## src/rtl/mgmt_phy_master.sv

```systemverilog
module mgmt_phy_master #(
  parameter int DIV_W = 8
) (
  input  logic        clk,
  input  logic        rst_n,
  input  logic        reg_we,
  input  logic [3:0]  reg_addr,
  input  logic [31:0] reg_wdata,
  output logic [31:0] reg_rdata,
  output logic        mdc,
  output logic        mdio_o,
  output logic        mdio_oe,
  input  logic        mdio_i
);
  localparam int FRAME_BITS = 64;
  localparam int BIT_W      = $clog2(FRAME_BITS);
  localparam int TA_IDX     = 46;
  localparam int DATA_IDX   = 48;
  localparam int EN_BIT     = 16;
  localparam logic [BIT_W-1:0] LAST_BIT = BIT_W'(FRAME_BITS - 1);

  logic [DIV_W-1:0]      div_q, cnt_q;
  logic                  en_q, busy_q, rd_q, mdc_q;
  logic [15:0]           wdat_q, rdat_q, cap_q;
  logic [FRAME_BITS-1:0] sh_q;
  logic [BIT_W-1:0]      bit_q;

  wire sel_ctrl = reg_we && reg_addr == 4'h0;
  wire sel_cmd  = reg_we && reg_addr == 4'h4;
  wire sel_wd   = reg_we && reg_addr == 4'h8;
  wire launch   = sel_cmd && reg_wdata[11] && en_q && !busy_q;
  wire tick     = busy_q && cnt_q == div_q;
  wire new_rd   = reg_wdata[10];
  wire unused_wbits = ^reg_wdata[31:17];

  always_ff @(posedge clk or negedge rst_n) begin
    if (!rst_n) begin
      div_q  <= '0;
      en_q   <= 1'b0;
      wdat_q <= '0;
      rdat_q <= '0;
      cap_q  <= '0;
      busy_q <= 1'b0;
      rd_q   <= 1'b0;
      mdc_q  <= 1'b0;
      cnt_q  <= '0;
      bit_q  <= '0;
      sh_q   <= '1;
    end else begin
      if (sel_ctrl) begin
        div_q <= reg_wdata[DIV_W-1:0];
        en_q  <= reg_wdata[EN_BIT];
      end
      if (sel_wd) wdat_q <= reg_wdata[15:0];

      if (sel_ctrl && !reg_wdata[EN_BIT]) begin
        busy_q <= 1'b0;
        mdc_q  <= 1'b0;
        cnt_q  <= '0;
      end else if (launch) begin
        busy_q <= 1'b1;
        rd_q   <= new_rd;
        mdc_q  <= 1'b0;
        cnt_q  <= '0;
        bit_q  <= '0;
        sh_q   <= {32'hFFFF_FFFF, 2'b01, new_rd ? 2'b10 : 2'b01,
                   reg_wdata[4:0], reg_wdata[9:5],
                   new_rd ? 18'h3_FFFF : {2'b10, wdat_q}};
      end else if (busy_q) begin
        if (tick) begin
          cnt_q <= '0;
          mdc_q <= !mdc_q;
          if (!mdc_q) begin
            if (rd_q && bit_q >= BIT_W'(DATA_IDX)) cap_q <= {cap_q[14:0], mdio_i};
          end else if (bit_q == LAST_BIT) begin
            busy_q <= 1'b0;
            if (rd_q) rdat_q <= cap_q;
          end else begin
            bit_q <= bit_q + 1'b1;
            sh_q  <= {sh_q[FRAME_BITS-2:0], 1'b1};
          end
        end else begin
          cnt_q <= cnt_q + 1'b1;
        end
      end
    end
  end

  assign mdc     = mdc_q;
  assign mdio_o  = sh_q[FRAME_BITS-1];
  assign mdio_oe = busy_q && (!rd_q || bit_q < BIT_W'(TA_IDX));

  always_comb begin
    reg_rdata = '0;
    case (reg_addr)
      4'h0: begin
        reg_rdata[DIV_W-1:0] = div_q;
        reg_rdata[EN_BIT]    = en_q;
      end
      4'h4: reg_rdata[12]   = !busy_q;
      4'h8: reg_rdata[15:0] = wdat_q;
      4'hC: reg_rdata[15:0] = rdat_q;
      default: reg_rdata = '0;
    endcase
  end
endmodule

```

## config.mk

```make
export PLATFORM = sky130hd
export DESIGN_NAME = mgmt_phy_master
export DESIGN_NICKNAME = d
export VERILOG_FILES = /design/src/rtl/mgmt_phy_master.sv
export SDC_FILE = /design/constraint.sdc
export NUM_CORES = 1
export LEC_CHECK = 0
export ABC_AREA = 1
export BUFFER_PORTS_ARGS = -buffer_cell sky130_fd_sc_hd__buf_4
export CAP_MARGIN = 0
export CORE_MARGIN = 1
export CORE_UTILIZATION = 53
export CTS_CLUSTER_DIAMETER = 120
export DETAILED_ROUTE_END_ITERATION = 6
export PLACE_DENSITY = 0.77
export SLEW_MARGIN = 25
export SYNTH_ARGS = -nofsm -noshare
export SYNTH_HDL_FRONTEND = slang
export SYNTH_SLANG_ARGS = --single-unit
```

## constraint.sdc

```tcl
create_clock -name clk -period 1.7 [get_ports clk]
set_input_delay 0.34 -clock clk [delete_from_list [all_inputs] [get_ports clk]]
set_output_delay 0.34 -clock clk [all_outputs]
set_load 0.005 [all_outputs]
```

; ---- Yosys cells after proc, flatten, opt, wreduce, memory -nomap -nowiden
; Index checks and enable logic that the tools add are counted.
[op_classes]
addsub = 2
mul = 0
div = 0
n_lt_le_gt_ge = 2
n_eq_ne = 6
shifts = 0
n_mux = 31
n_bitwise = 3
reduce_logical = 26
[ops]
columns = op, count
row1 = $mux 64, 5
row2 = $mux 8, 4
row3 = $mux 6, 5
row4 = $pmux 8 s3, 1
row5 = $mux 17, 1
row6 = $mux 1, 11
row7 = $logic_and 1x1->1, 10
row8 = $add 8x1->8 const B, 1
row9 = $eq 4x4->1 const B, 2
row10 = $eq 8x8->1, 1
row11 = $pmux 4 s2, 1
row12 = $reduce_and 7->1, 1
row13 = $add 6x1->6 const B, 1
row14 = $eq 6x6->1 const B, 1
row15 = $ge 6x6->1 const B, 1
row16 = $lt 6x6->1 const B, 1
row17 = $pmux 3 s2, 1
row18 = $reduce_and 6->1, 1
row19 = $reduce_bool 2->1, 3
row20 = $reduce_bool 3->1, 2
row21 = $reduce_and 5->1, 1
row22 = $eq 4x3->1 const B, 1
row23 = $logic_not 1->1, 4
row24 = $logic_not 4->1, 1
row25 = 6 further kinds, 9
[word_totals]
register_bits = 138
latch_bits = 0
ramBits = 0
mem_bits_ro = 0
in_bits = 40
out_inout_bits = 35
elab_cells = 81
memories = 0

; ---- Depth between registers and ports, before layout
[logic_depth]
depth_word = 7
depth_mapped = 13
mapped_depth_nobuf = 10

; ---- Worst setup path after synthesis
; Ideal clock, no wire load.
[synth_path]
path_type = flip-flop to flip-flop
startpoint = register bit_q[0]
endpoint = register sh_q[18]
setup_ps = 61
t_arrival_ps = 1633
t_required_ps = 1639
path_slack_ps = 6
path_stages_with_launch = 13
n_path_buf = 2
period_less_slack_ps = 1694
cell_sequence = dfrtp_1 -> ha_1 -> nand2_1 -> inv_1 -> nand2_1 -> nor2_1 -> nor2_1 -> nand3_2 -> nand2_2 -> buf_4 -> buf_6 -> nand2_1 -> nand2_1
[synth_via]
elab_chain_len = 3
[synth_lines]
columns = element, line
row1 = start: declaration, 26  ; logic [BIT_W-1:0] bit_q;
row2 = start signal: assignment, 79  ; bit_q <= bit_q + 1'b1;
row3 = $eq 6x6->1, 75  ; end else if (bit_q == LAST_BIT) begin
row4 = $ne 2x2->1 (no line), n/a
row5 = $reduce_and 5->1 (no line), n/a
row6 = end signal: assignment, 66  ; sh_q <= {32'hFFFF_FFFF, 2'b01, new_rd ? 2'b10 : 2'b01,
row7 = end signal: assignment, 80  ; sh_q <= {sh_q[FRAME_BITS-2:0], 1'b1};
row8 = end: declaration, 25  ; logic [FRAME_BITS-1:0] sh_q;
; Every way passes these cells.
; A chain may end at the register's enable or synchronous reset.

; ---- Worst setup path after layout
[layout_path]
startpoint = register cnt_q[0]
endpoint = register sh_q[30]
[layout_via]
elab_chain_len = 4
[layout_lines]
columns = element, line
row1 = start: declaration, 22  ; logic [DIV_W-1:0] div_q, cnt_q;
row2 = start signal: assignment, 83  ; cnt_q <= cnt_q + 1'b1;
row3 = $eq 8x8->1, 32  ; wire tick = busy_q && cnt_q == div_q;
row4 = $logic_and 1x1->1, 32
row5 = $reduce_bool 2->1 (no line), n/a
row6 = $reduce_and 5->1 (no line), n/a
; Every way passes these cells.

==> results.py <==
metrics = {
    "status": {
        "outcome": "finished, violations left",
        "violations": "setup timing",
    },
    "yosys": {
        "seq_area_frac_synth_pct": 50.9,
        "synth_cell_types": 30,
        "synth.avg_cell_area_sq_um": 7.88,
        "synth_cells": 880,
        "ys_seq_elements": 138,
        "ys.flop_type": "dfrtp_1",
        "synth_edf_count": 0,
        "synth-async-reset-ratio_pct": 100,
        "ys.warnings.count": 0,
        "syn_area_sq_mm": 0.00694,
        "synth_top_cell_by_area": "dfrtp_1",
        "synth_area_leaders": "dfrtp_1 (27%), dfstp_2 (24%), nand2_1 (17%), nand3_1 (8.8%), nor2_1 (3.9%)",
        "netlist.area_leader.share_pct": 26.7,
    },
    "place": {
        "dp_hpwl_um": 10900,
        "port_buffers": 44,
        "gp_congestion": 0.878,
    },
    "route": {
        "wl_per_cell_um": 15.6,
        "num_vias": 6262,
        "viasPerCell": 5.36,
        "drc": 0,
        "drtIter0Drc": 574,
        "drtPass1Iterations": 5,
        "final_antenna_net_count": 0,
        "drt-total-wl_um": 18200,
    },
    "power": {
        "power_density_mw_per_mm2": 1060,
        "internal_power_mw": 6.58,
        "p_seq_share_pct": 42.8,
        "p_sw_mw": 2.77,
        "p_leak_nw": 4.58,
        "power_frac_comb_pct": 20.1,
        "vdd_drop_max_mv": 0.724,
        "power.clock.fraction_pct": 37.0,
        "switching_share_pct": 29.6,
    },
    "grt": {
        "antenna_found_initial": 0,
        "grt_max_degree": 44,
        "overflow": 0,
        "grt_pass1_vias": 5591,
        "grt_usage_pct": 26.4,
        "grt_pass1_wl_um": 27200,
    },
    "critical_path": {
        "critPathMostFrequentCell": "nand2_1",
        "crit_chain": "inv_1 > nand2_1 > nand2_1 > nor2_2 > nand2_2 > nor2_4 > buf_12 > nand3_4 > nand2_8 > clkbuf_16 > nand2_1 > nand2_1",
        "crit_buf_inv": 3,
        "crit_type": "register to register",
        "cp_slowest_cell": "dfrtp_1",
        "worst_path_largest_cell_delay_ns": 0.40,
        "cp_top_family": "simple AND/OR/NAND/NOR gates",
        "crit_path_end_kind": "register",
        "worstPathRequired_ns": 2.06,
        "worst-endpoint-arrival_ns": 2.13,
        "cp_max_fo": 12,
        "cp-start-kind": "register",
    },
    "floorplanning": {
        "die_h_um": 116,
        "die_x_um": 116,
        "coreArea_sq_mm": 0.0127,
        "start_util_pct": 54.7,
        "die_area_sq_mm": 0.0135,
        "fp-row-count": 41,
        "io_pins": 75,
    },
    "cts": {
        "path_clk_slew_ns": 0.06,
        "cts_max_level": 4,
        "cts_buffer_depth": 2,
        "cts_tree": "built",
        "insertion_delay_ns": 0.42,
        "cts_buffers": 17,
        "cts_root_buf": "clkbuf_16",
        "cts.sinks": 138,
    },
    "timing": {
        "fmax_ghz": 0.566,
        "hold_viol_final": 0,
        "finalSetupTns_ns": -2.04,
        "fin_crit_ns": 1.77,
        "layout_setup_ws_ns": -0.0675,
        "setup_viol": 75,
        "whs_ns": 0.144,
        "period_share_pct": 104,
        "clock_skew_ns": 0.00850,
        "maxSlewViolCount": 0,
        "rsz0062_at_grt": "yes",
    },
    "cells_and_area": {
        "n_antenna_cell": 0,
        "synthToLayoutAreaGrowth_pct": 27.6,
        "nets": 1025,
        "final_common_cell": "nand2_1",
        "final_cell_mix": "nand2_1 (301), nand3_1 (115), buf_4 (105), dfrtp_1 (73), dfstp_2 (64)",
        "drive_gt1_share_pct": 32.6,
    },
    "flow_run": {
        "drv_cap": 0,
    },
    "min_path": {
        "min_path_type": "input pin to register",
    },
}
==> power by group through the flow <==
stage	logic (mW)	registers, mW	clock network (mW)
finish	1.88	4.00	3.46
detailed placement	1.50	4.04	0
CTS	1.56	3.99	3.50
floorplan	0.945	3.96	0
global placement	1.46	4.03	0
global route	2.06	4.04	3.65
==> sequential cells by signal (all words and copies together) (netlist names) <==
signal and cells:
cnt_q 8, rd_q 1, wdat_q 16, cap_q 16, div_q 8, en_q 1, mdc 1, bit_q 6
rdat_q 16, busy_q 1, sh_q 64
==> routing by layer <==
| layer | vias to the layer above | global-route usage, % | wire (um) | part of all wire [%] |
|---|---|---|---|---|
| met3 | 34 | 5.24 | 917 | 5.0 |
| met1 | 3041 | 35.5 | 7900 | 43 |
| met5 | - | 0 | 0 | 0 |
| li1 | 2979 | - | - | - |
| met2 | 208 | 42.5 | 8960 | 49 |
| met4 | 0 | 9.91 | 448 | 2.5 |
==> logic make-up (layout without fill, tap and decap cells) <==
| logic type | count (synthesis) | count (layout) | synth area share [%] |
|---|---|---|---|
| AO/OA/AOI/OAI | 50 | 50 | 4.26 |
| XOR/XNOR | 9 | 9 | 1.14 |
| adder cells (fa/ha/maj) | 2 | 2 | 0.361 |
| buffers and inverters | 107 | 209 | 7.25 |
| flip-flops | 138 | 138 | 50.9 |
| multiplexers | 5 | 5 | 0.812 |
| other | 1 | 15 | 0.0541 |
| AND/OR/NAND/NOR | 568 | 568 | 35.2 |
==> synth_stat cells, types with 7 or more instances <==
master,n
a22o_1,7
buf_2,21
buf_4,16
clkbuf_1,19
dfrtp_1,74
dfstp_2,64
inv_1,42
nand2_1,316
nand3_1,122
nand4_1,8
nor2_1,72
nor2_2,7
o21ai_0,34
or2_2,34
==> final cells by class <==
cell class	count	area, sq um
Timing Repair Buffer	131	1240
Multi-Input combinational cell	649	3140
Clock buffer	18	429
Inverter	46	173
Tap cell	172	215
Fill cell	952	3820
Clock inverter	14	124
Sequential cell	138	3530
==> timing repair <==
item | 4_1_cts | 5_1_grt
cloned | 1 | 7
endpoints found under the hold margin | 28 | 0
pin swaps | 3 | 18
setup buffers | 4 | 13
endpoints found under the setup margin | 60 | 114
resized for setup | 8 | 62
hold buffers | 1 | 0
==> per-stage QoR <==
step                      total power, mW  cells  cell area (sq um)  worst slack [ns]  utilization (%)
after floorplan                      4.90    894               6990           0.00614                -
after global placement               5.49   1110               7770            -0.128             61.3
after detailed placement             5.54   1110               7770            -0.148             61.3
after CTS                            9.04   1148               8420           -0.0537             66.4
after global routing                 9.75   1168               8850            -0.151             69.9
final                                9.35   1168               8850           -0.0675             69.9
==> final timing paths <==
check / start / to / slack, ns / cells after the start
max reg2reg: cnt_q[0]$_DFFE_PN0P_ / sh_q[30]$_DFFE_PN1P_ / -0.07 / 12
max in group asynchronous: rst_n / sh_q[63]$_DFFE_PN1P_ / 0.66 / 3
min in group asynchronous: rst_n / cap_q[12]$_DFFE_PN0P_ / 0.38 / 2
max: cnt_q[0]$_DFFE_PN0P_ / sh_q[30]$_DFFE_PN1P_ / -0.07 / 12
min reg2reg: cap_q[15]$_DFFE_PN0P_ / cap_q[15]$_DFFE_PN0P_ / 0.48 / 2
min: reg_wdata[15] / wdat_q[15]$_DFFE_PN0P_ / 0.14 / 2
Note: power is estimated with default switching activity, not from simulation.
